`config.mk`:
```
export PLATFORM = sky130hd
export DESIGN_NAME = mont_ums
export DESIGN_NICKNAME = d
export VERILOG_FILES = /design/src/rtl/mont_ums_pkg.sv /design/src/rtl/mont_cs_serial.sv /design/src/rtl/mont_sq_hist.sv /design/src/rtl/mont_pe_lsb.sv /design/src/rtl/mont_pe.sv /design/src/rtl/mont_ums.sv
export SDC_FILE = /design/constraint.sdc
export NUM_CORES = 1
export LEC_CHECK = 0
export BUFFER_PORTS_ARGS = -buffer_cell sky130_fd_sc_hd__buf_2
export CAP_MARGIN = 40
export CORE_MARGIN = 2
export CORE_UTILIZATION = 45
export DETAILED_ROUTE_END_ITERATION = 7
export HOLD_SLACK_MARGIN = 0.12
export PLACE_DENSITY = 0.7
export SYNTH_ARGS = -nofsm -noshare
export SYNTH_HDL_FRONTEND = slang
export SYNTH_HIERARCHICAL = 1
export SYNTH_SLANG_ARGS = --single-unit
```
`constraint.sdc`:
```
create_clock -name clk -period 4.7 [get_ports clk]
set_input_delay 0.705 -clock clk [delete_from_list [all_inputs] [get_ports clk]]
set_output_delay 0.705 -clock clk [all_outputs]
set_load 0.02 [all_outputs]
```
`src/rtl/mont_ums_pkg.sv`:
```
package mont_ums_pkg;

   typedef enum logic {
      OP_MUL = 1'b0,
      OP_SQR = 1'b1
   } ums_op_e;

   // source of one square-mode pattern bit
   typedef enum logic [1:0] {
      SQ_ZERO = 2'b00,
      SQ_LOW  = 2'b01,
      SQ_CUR  = 2'b10,
      SQ_TOP  = 2'b11
   } sq_sel_e;

   function automatic logic maj3(input logic x, input logic y, input logic z);
      return (x & y) | (x & z) | (y & z);
   endfunction

   // compression steps for an NW-bit modulus (two guard bits)
   function automatic int ums_steps(input int nw);
      return nw + 2;
   endfunction

endpackage

```
`src/rtl/mont_cs_serial.sv`:
```
// Serial carry-save to binary stage: one multiplier bit per cycle, LSB first.
module mont_cs_serial #(
   parameter int VW = 19
) (
   input  logic          clk,
   input  logic          rst_n,
   input  logic          load,
   input  logic          step,
   input  logic [VW-1:0] vec_c,
   input  logic [VW-1:0] vec_s,
   output logic          bit_o
);
   import mont_ums_pkg::*;

   logic [VW-1:0] c_sh;
   logic [VW-1:0] s_sh;
   logic          cin;

   generate
      if (VW < 2) begin : g_bad_vw
         $error("mont_cs_serial: VW must be at least 2");
      end
   endgenerate

   assign bit_o = c_sh[0] ^ s_sh[0] ^ cin;

   always_ff @(posedge clk or negedge rst_n) begin
      if (!rst_n) begin
         c_sh <= '0;
         s_sh <= '0;
         cin  <= 1'b0;
      end else if (load) begin
         c_sh <= vec_c;
         s_sh <= vec_s;
         cin  <= 1'b0;
      end else if (step) begin
         c_sh <= {1'b0, c_sh[VW-1:1]};
         s_sh <= {1'b0, s_sh[VW-1:1]};
         cin  <= maj3(c_sh[0], s_sh[0], cin);
      end
   end

endmodule

```
`src/rtl/mont_sq_hist.sv`:
```
// Store of multiplier bits already consumed, plus the square-mode partial
// product pattern for the current step i:
//   pattern = { b[i-1], ~b[i-1], b[i-2] .. b[0], 0 }   (bits i+1 .. 0)
// whose value equals 2^i + 2*(b[i-1..0]); the overlap at bit i is folded
// into the two-bit field at the top.
module mont_sq_hist #(
   parameter int K  = 18,
   parameter int PW = K + 1
) (
   input  logic          clk,
   input  logic          rst_n,
   input  logic          clear,
   input  logic          adv,
   input  logic          bit_in,
   output logic [PW-1:0] pat
);
   import mont_ums_pkg::*;

   logic [K-1:0] ptr;
   logic [K-1:0] fill;
   logic [K-1:0] hist;
   logic [K+1:0] hist_x;
   logic [K:0]   ptr_e;
   logic [K:0]   ptr_x;
   logic [K:0]   fill_e;

   generate
      if (PW != K + 1) begin : g_bad_pw
         $error("mont_sq_hist: PW must equal K+1");
      end
      if (K < 3) begin : g_bad_k
         $error("mont_sq_hist: K must be at least 3");
      end
   endgenerate

   assign hist_x = {hist, 2'b00};
   assign ptr_e  = {1'b0, ptr};
   assign ptr_x  = {ptr, 1'b0};
   assign fill_e = {1'b0, fill};

   always_ff @(posedge clk or negedge rst_n) begin
      if (!rst_n) begin
         ptr  <= K'(1);
         fill <= '0;
         hist <= '0;
      end else if (clear) begin
         ptr  <= K'(1);
         fill <= '0;
         hist <= '0;
      end else if (adv) begin
         hist <= hist | (ptr & {K{bit_in}});
         fill <= fill | ptr;
         ptr  <= ptr << 1;
      end
   end

   generate
      for (genvar j = 0; j < PW; j++) begin : g_bit
         sq_sel_e sel;
         logic    pbit;

         always_comb begin
            if (fill_e[j])      sel = SQ_LOW;
            else if (ptr_e[j])  sel = SQ_CUR;
            else if (ptr_x[j])  sel = SQ_TOP;
            else                sel = SQ_ZERO;
         end

         always_comb begin
            unique case (sel)
               SQ_LOW:  pbit = hist_x[j+1];
               SQ_CUR:  pbit = ~hist_x[j+1];
               SQ_TOP:  pbit = hist_x[j];
               default: pbit = 1'b0;
            endcase
         end

         assign pat[j] = pbit;
      end
   endgenerate

endmodule

```
`src/rtl/mont_pe_lsb.sv`:
```
// Reduced slice for bit 0: the modulus is odd, so the second level only
// produces a carry and its sum bit is always zero.
module mont_pe_lsb (
   input  logic s_in,
   input  logic c_in,
   input  logic pp_in,
   input  logic n0_in,
   output logic q_o,
   output logic cy1_o,
   output logic cy2_o
);
   import mont_ums_pkg::*;

   logic sum1;

   always_comb begin
      sum1  = s_in ^ c_in ^ pp_in;
      cy1_o = maj3(s_in, c_in, pp_in);
      q_o   = sum1;
      cy2_o = sum1 & n0_in;
   end

endmodule

```
`src/rtl/mont_pe.sv`:
```
// Full slice: two full-adder levels of the four-operand tree.
module mont_pe (
   input  logic s_in,
   input  logic c_in,
   input  logic pp_in,
   input  logic n_in,
   input  logic q_in,
   input  logic cy1_lo,
   output logic cy1_o,
   output logic sum2_o,
   output logic cy2_o
);
   import mont_ums_pkg::*;

   logic sum1;
   logic qn;

   always_comb begin
      sum1   = s_in ^ c_in ^ pp_in;
      cy1_o  = maj3(s_in, c_in, pp_in);
      qn     = q_in & n_in;
      sum2_o = sum1 ^ cy1_lo ^ qn;
      cy2_o  = maj3(sum1, cy1_lo, qn);
   end

endmodule

```
`src/rtl/mont_ums.sv`:
```
module mont_ums #(
   parameter int NW = 16
) (
   input  logic             clk,
   input  logic             rst_n,
   input  logic             start,
   input  logic             op_sqr,
   input  logic [NW-1:0]    modulus,
   input  logic [NW+2:0]    mcand,
   input  logic [NW+2:0]    mplr_c,
   input  logic [NW+2:0]    mplr_s,
   output logic [NW+2:0]    res_c,
   output logic [NW+2:0]    res_s,
   output logic             done
);
   import mont_ums_pkg::*;

   localparam int RW = NW + 3;          // register width
   localparam int K  = ums_steps(NW);   // compression steps
   localparam int CW = $clog2(K + 1);

   generate
      if (NW < 4) begin : g_bad_nw
         $error("mont_ums: NW must be at least 4");
      end
      if (RW != K + 1) begin : g_bad_rw
         $error("mont_ums: register width must be one above the step count");
      end
   endgenerate

   ums_op_e        op_q;
   logic [RW-1:0]  a_q;
   logic [NW-1:0]  n_q;
   logic [RW-1:0]  n_x;
   logic [RW-1:0]  acc_s;
   logic [RW-1:0]  acc_c;
   logic           busy;
   logic [CW-1:0]  cnt;
   logic           bpipe;
   logic           act;
   logic           accept;
   logic           ser_bit;
   logic           q;
   logic [RW-1:0]  sq_pat;
   logic [RW-1:0]  pp;
   logic [RW-1:0]  cy1;
   logic [RW-1:0]  cy2;
   logic [RW:1]    sum2;

   assign accept = start & ~busy;
   assign act    = busy & (cnt != '0);
   assign n_x    = RW'(n_q);

   mont_cs_serial #(.VW(RW)) u_ser (
      .clk   (clk),
      .rst_n (rst_n),
      .load  (accept),
      .step  (busy),
      .vec_c (mplr_c),
      .vec_s (mplr_s),
      .bit_o (ser_bit)
   );

   mont_sq_hist #(.K(K), .PW(RW)) u_hist (
      .clk    (clk),
      .rst_n  (rst_n),
      .clear  (accept),
      .adv    (act),
      .bit_in (bpipe),
      .pat    (sq_pat)
   );

   // partial product, one bit per slice
   generate
      for (genvar j = 0; j < RW; j++) begin : g_pp
         assign pp[j] = bpipe & ((op_q == OP_SQR) ? sq_pat[j] : a_q[j]);
      end
   endgenerate

   // slice row: reduced slice at bit 0, full slices above, and a top
   // position whose only input is the first-level carry from below
   generate
      for (genvar j = 0; j < RW; j++) begin : g_slice
         if (j == 0) begin : g_lsb
            mont_pe_lsb u_pe (
               .s_in  (acc_s[0]),
               .c_in  (acc_c[0]),
               .pp_in (pp[0]),
               .n0_in (n_x[0]),
               .q_o   (q),
               .cy1_o (cy1[0]),
               .cy2_o (cy2[0])
            );
         end else begin : g_mid
            mont_pe u_pe (
               .s_in   (acc_s[j]),
               .c_in   (acc_c[j]),
               .pp_in  (pp[j]),
               .n_in   (n_x[j]),
               .q_in   (q),
               .cy1_lo (cy1[j-1]),
               .cy1_o  (cy1[j]),
               .sum2_o (sum2[j]),
               .cy2_o  (cy2[j])
            );
         end
      end
   endgenerate

   assign sum2[RW] = cy1[RW-1];

   always_ff @(posedge clk or negedge rst_n) begin
      if (!rst_n) begin
         op_q  <= OP_MUL;
         a_q   <= '0;
         n_q   <= '0;
         acc_s <= '0;
         acc_c <= '0;
         busy  <= 1'b0;
         cnt   <= '0;
         bpipe <= 1'b0;
         done  <= 1'b0;
      end else begin
         done <= 1'b0;
         if (accept) begin
            op_q  <= ums_op_e'(op_sqr);
            a_q   <= mcand;
            n_q   <= modulus;
            acc_s <= '0;
            acc_c <= '0;
            busy  <= 1'b1;
            cnt   <= '0;
         end else if (busy) begin
            cnt   <= cnt + CW'(1);
            bpipe <= ser_bit;
            if (act) begin
               acc_s <= sum2[RW:1];   // sum moves one slice down
               acc_c <= cy2;          // carry stays in its slice
            end
            if (cnt == CW'(K)) begin
               busy <= 1'b0;
               done <= 1'b1;
            end
         end
      end
   end

   assign res_c = acc_c;
   assign res_s = acc_s;

endmodule

```
---- After elaboration in Yosys (flattened, before gate mapping) ----
Cells that the tools add are included.
word-level totals
  register bits after elaboration ......... 175
  bits of input ports ..................... 77
  logic and storage cells ................. 505
operators by class
  reduce and logical (&&, ||, !) cells .... 5
  mux-type cells .......................... 118
  bitwise operators ....................... 311
  add/subtract/negate cells ............... 1
  eq/ne operators ......................... 55
operator list
  kind                   number
  $mux W19               10
  $and A1 B1 Y1          145
  $mux W18               6
  $mux W2                54
  $xor A1 B1 Y1          73
  $eq A2 B2 Y1 const B   36
  $or A1 B1 Y1           70
  $pmux W1 S3            17
  $eq A2 B1 Y1 const B   18
  $or A18 B18 Y18        2
  $mux W1                28
  $not A1 Y1             20
  $and A18 B18 Y18       1
  $mux W5                2
  $add A5 B1 Y5 const B  1
  $eq A5 B5 Y1 const B   1
  $reduce_bool A5 Y1     1
  $reduce_and A2 Y1      2
  $reduce_bool A2 Y1     2
  $pmux W1 S2            1

---- Depth between registers and ports, before layout ----
  depth after elaboration ................. 16
  depth in mapped cells ................... 11
  mapped depth without buffers ............ 10

---- Cells and area by module ----
The synthesis kept the hierarchy.
by module, submodules not included
  module          area each (um2)  seq. area each (um2)  cells an instance  instances
  mont_ums        3756.1           2052.0                389                1
  mont_sq_hist    2553.7           1327.5                261                1
  mont_cs_serial  1823.0           975.9                 168                1
  mont_pe         65.1             0.0                   8                  18
  mont_pe_lsb     26.3             0.0                   2                  1

---- Worst setup path before layout ----
No wires, ideal clock.
  kind .................................... register to register
  from .................................... register u_hist.ptr[0]
  to ...................................... register acc_s[8], in the netlist res_s[8]
  data required time ...................... 4621 ps
  stages on the path, launching flop included .. 10
  path slack .............................. 2251 ps
  arrival time ............................ 2370 ps
  cell sequence ........................... dfstp_2 nor2b_1 buf_4 mux2i_1 nor2b_1 fa_1 and2_1 fa_1 inv_1 mux2i_1
between the ends
  longest elaborated chain between the ends .. 12
RTL lines
  item                      line                source
  start: declaration        mont_sq_hist.sv:19  logic [K-1:0] ptr;
  start signal: assignment  mont_sq_hist.sv:53  ptr <= ptr << 1;
  $mux W2                   mont_sq_hist.sv:64  else if (ptr_e[j]) sel = SQ_CUR;
  $mux W2                   mont_sq_hist.sv:63  if (fill_e[j]) sel = SQ_LOW;
  $eq A2 B2 Y1              mont_sq_hist.sv:70  unique case (sel)
  $mux W1                   mont_sq_hist.sv:70
  via u_hist.g_bit[0].pbit  mont_sq_hist.sv:60  logic pbit;
  $mux W1                   mont_ums.sv:76      assign pp[j] = bpipe & ((op_q == OP_SQR) ? sq_pat[j] : a_q[j]);
  $and A1 B1 Y1             mont_ums.sv:76
  via pp[0]                 mont_ums.sv:45      logic [RW-1:0] pp;
  $xor A1 B1 Y1             mont_pe_lsb.sv:17   sum1 = s_in ^ c_in ^ pp_in;
  via q                     mont_ums.sv:43      logic q;
  $and A1 B1 Y1             mont_pe.sv:21       qn = q_in & n_in;
  $xor A1 B1 Y1             mont_pe.sv:22       sum2_o = sum1 ^ cy1_lo ^ qn;
  via sum2, one bit         mont_ums.sv:48      logic [RW:1] sum2;
  $mux W19                  mont_ums.sv:136     if (act) begin
  $mux W19                  mont_ums.sv:133     end else if (busy) begin
  $mux W19                  mont_ums.sv:125     if (accept) begin
  end signal: assignment    mont_ums.sv:137     acc_s <= sum2[RW:1];
  end: declaration          mont_ums.sv:35      logic [RW-1:0] acc_s;
The timed path passes the listed nets, and every way through them passes these cells. The select of a mux whose other input is x is not followed.
A chain may end at the register's enable or synchronous reset.

---- Worst setup path in the final report ----
  from .................................... register bpipe
  to ...................................... register acc_s[8], in the netlist res_s[8]
between the ends
  elaborated cells between the ends (all ways) .. 15
  classes of those cells .................. 3 x mux; 12 x bitwise
RTL lines
  item                      line               source
  start: declaration        mont_ums.sv:39     logic bpipe;
  start signal: assignment  mont_ums.sv:135    bpipe <= ser_bit;
  $and A1 B1 Y1             mont_ums.sv:76
  via pp[0]                 mont_ums.sv:45
  $xor A1 B1 Y1             mont_pe_lsb.sv:17
  via q                     mont_ums.sv:43
  $and A1 B1 Y1             mont_pe.sv:21
  $xor A1 B1 Y1             mont_pe.sv:22
  via sum2, one bit         mont_ums.sv:48
  $mux W19                  mont_ums.sv:136
  $mux W19                  mont_ums.sv:133
  $mux W19                  mont_ums.sv:125
The timed path passes the listed nets, and every way through them passes these cells. The select of a mux whose other input is x is not followed.

==> results.toml <==
[detailed_routing]
routed-via-count = 6396
detail-route-antenna-nets = 0
firstDrtPassIters = 5
vias_per_cell = 4.82
post_drt_wl_per_cell_um = 14.1
wl_um = 18800
drt_first_iter_violations = 347
drc = 0

[status]
status = "complete, no violations"

[clock_tree]
clk_pin_slew_worst_paths_ps = 70
clockRootBuffer = "clkbuf_16"
clock-sinks = 174
htreeDepth = 4
numCtsBuffers = 17
insertion_delay_ps = 420
cts_buffer_depth = 2
cts_tree = "built"
cts_resized = 0

[timing]
report.final.slew_viol_count = 0
maxSlewHeadroom_pct = 44.9
rsz0062_at_grt = "no"
tightest_slew_ps = 826
setup-violations-final = 0
min_period_ps = 2690
finalWorstSetupSlack_ps = 2010
hold_viol = 0
max_freq_mhz = 372
finClkSkew_ps = 8.00
tns_ps = 0
period_share_pct = 57.2
hold_slack_ps = 467

[synthesis]
synth_top_area_cell = "dfrtp_1"
synth_cell_types = 35
synth-seq-area-share_pct = 46.7
synth_warnings = 6
synth_area_leaders = "dfrtp_1 46%, mux2i_1 12%, nand2_1 8.6%"
avgSynthCellArea_um2 = 9.68
synthCells = 964
syn_area_mm2 = 0.00933
synth_seq_cells = 174
synth_top_cell_area_share_pct = 46.4

[placed_design]
io_buffers = 115
dpl_cell_area_mm2 = 0.00993
dp_slack_ps = 2000
place_congestion = 0.757
dp_hpwl_um = 12700

[cells_and_area]
diodes = 0
final_common_cell = "nand2_1"
drive_gt1_share_pct = 15.5
final_cell_mix = "214 x nand2_1, 172 x dfrtp_1, 132 x inv_1"
nets = 1161
syn2layout_area_growth_pct = 13.5
fin_area_mm2 = 0.0106

[pwr]
ir_drop_uv = 281
powerDensity_mw_per_mm2 = 680
leakagePower_nw = 5.59

[min_path]
holdCritPathClass = "input port to register"

[critical_path]
critical_path.startpoint_type = "register"
crit_arrival_ps = 3030
critPathMaxFanout = 19
end_kind = "register"
critical_path_required_ps = 5040
critPathKind = "register to register"

[grt]
grt_overflow = 0
grt_pass1_vias = 6316
antenna_found_initial = 0
grt_max_degree = 90
grt_pass1_wl_um = 31500
grtUsageTotal_pct = 17.9

[floorplan]
fp.dieArea_mm2 = 0.0219
design.core.area_mm2 = 0.0203
initial_core_util_pct = 46.0
fp.dieW_um = 148
die_height_um = 148
rows = 52
ios = 116

[run]
drv_cap = 0
## layer usage
metal / vias up / global-route usage [%] / share of wire (%)
li1: 3181 / - / -
met1: 3101 / 25.2 / 47
met2: 104 / 28.4 / 49
met3: 10 / 3.30 / 3.5
met4: 0 / 5.71 / 0.93
met5: - / 0 / 0
## cells in the mapped netlist
master and count:
buf_1 2, a21oi_1 20, ha_1 3, o311ai_0 2, buf_6 7, a21o_1 3, mux2_2 2, o21ai_1 7
xor2_1 1, a22o_1 5, buf_8 1, inv_2 2, nand3_1 3, nor3_1 1, dfrtp_1 173, o21ai_0 33
o311ai_1 12, nand2b_1 3, or3b_1 14, nand2_1 214, inv_1 132, dfstp_2 1, conb_1 1, and2_1 20
a31oi_1 17, clkbuf_1 10, buf_4 23, buf_12 2, nor2_1 56, xnor2_1 2, buf_2 22, fa_1 38
o41ai_4 1, mux2i_1 111, nor2b_1 20
## flip-flops by register name, summed over array words and instances (netlist names)
name         flops
res_c           19
op_q             1
a_q             19
bpipe            1
res_s           19
u_ser/s_sh      19
u_ser/c_sh      19
cnt              5
n_q             16
u_hist/ptr      18
u_hist/hist     17
u_hist/fill     18
busy             1
u_ser/cin        1
done             1
## logic make-up after synthesis
group           count (synthesis)  synth area share [%]
flops                         174                  46.7
compound gates                100                  6.68
mux                           113                  12.1
buf+inv                       201                  10.3
simple gates                  331                  15.3
other cells                     1                0.0402
fa+ha+maj                      41                  8.56
xor+xnor                        3                 0.282
## area by class of cell
type                            instances  area [µm²]
Multi-Input combinational cell        591        4020
Clock inverter                         13         200
Fill cell                            1848        9710
Tap cell                              270         338
Inverter                              134         505
Timing Repair Buffer                  125         717
Sequential cell                       174        4360
Clock buffer                           19         453
## critical path: stages (launching register included)
cell and delay, ps:
dfrtp_1 720, nor2b_1 240, fa_1 680, and2_1 300, fa_1 530, inv_1 40, mux2i_1 110
## stage by stage
step | total power, mW | util (%) | instances
after CTS | 7.28 | 52.2 | 1326
after detailed placement | 5.70 | 48.9 | 1293
after global placement | 5.52 | 48.7 | 1291
after global routing | 7.86 | 52.2 | 1326
final | 7.20 | 52.2 | 1326
after floorplan | 5.08 | - | 966
## where the power goes
group	leakage, nW	switching [mW]	internal [mW]	total (mW)
logic	3.06	1.69	1.27	2.96
registers	2.21	0.564	2.14	2.70
clock network	0.317	0.611	0.933	1.54
## what timing repair did
item                                   CTS  global route
setup buffers                            0             0
hold buffers                             1             0
endpoints found under the hold margin    9             0
setup endpoints to repair                0             0
## final timing paths
kind | start | to | slack (ps) | depth (start not counted)
setup / recovery | bpipe | res_s[8] | 2010 | 6
hold / removal | mcand[6] | a_q[6] | 470 | 3
setup reg to reg | bpipe | res_s[8] | 2010 | 6
hold reg to reg | n_q[5] | n_q[5] | 470 | 2
max in group asynchronous | rst_n | res_s[12] | 2970 | 4
min in group asynchronous | rst_n | u_ser/c_sh[14] | 640 | 2
Power figures use the tool's default switching activity.
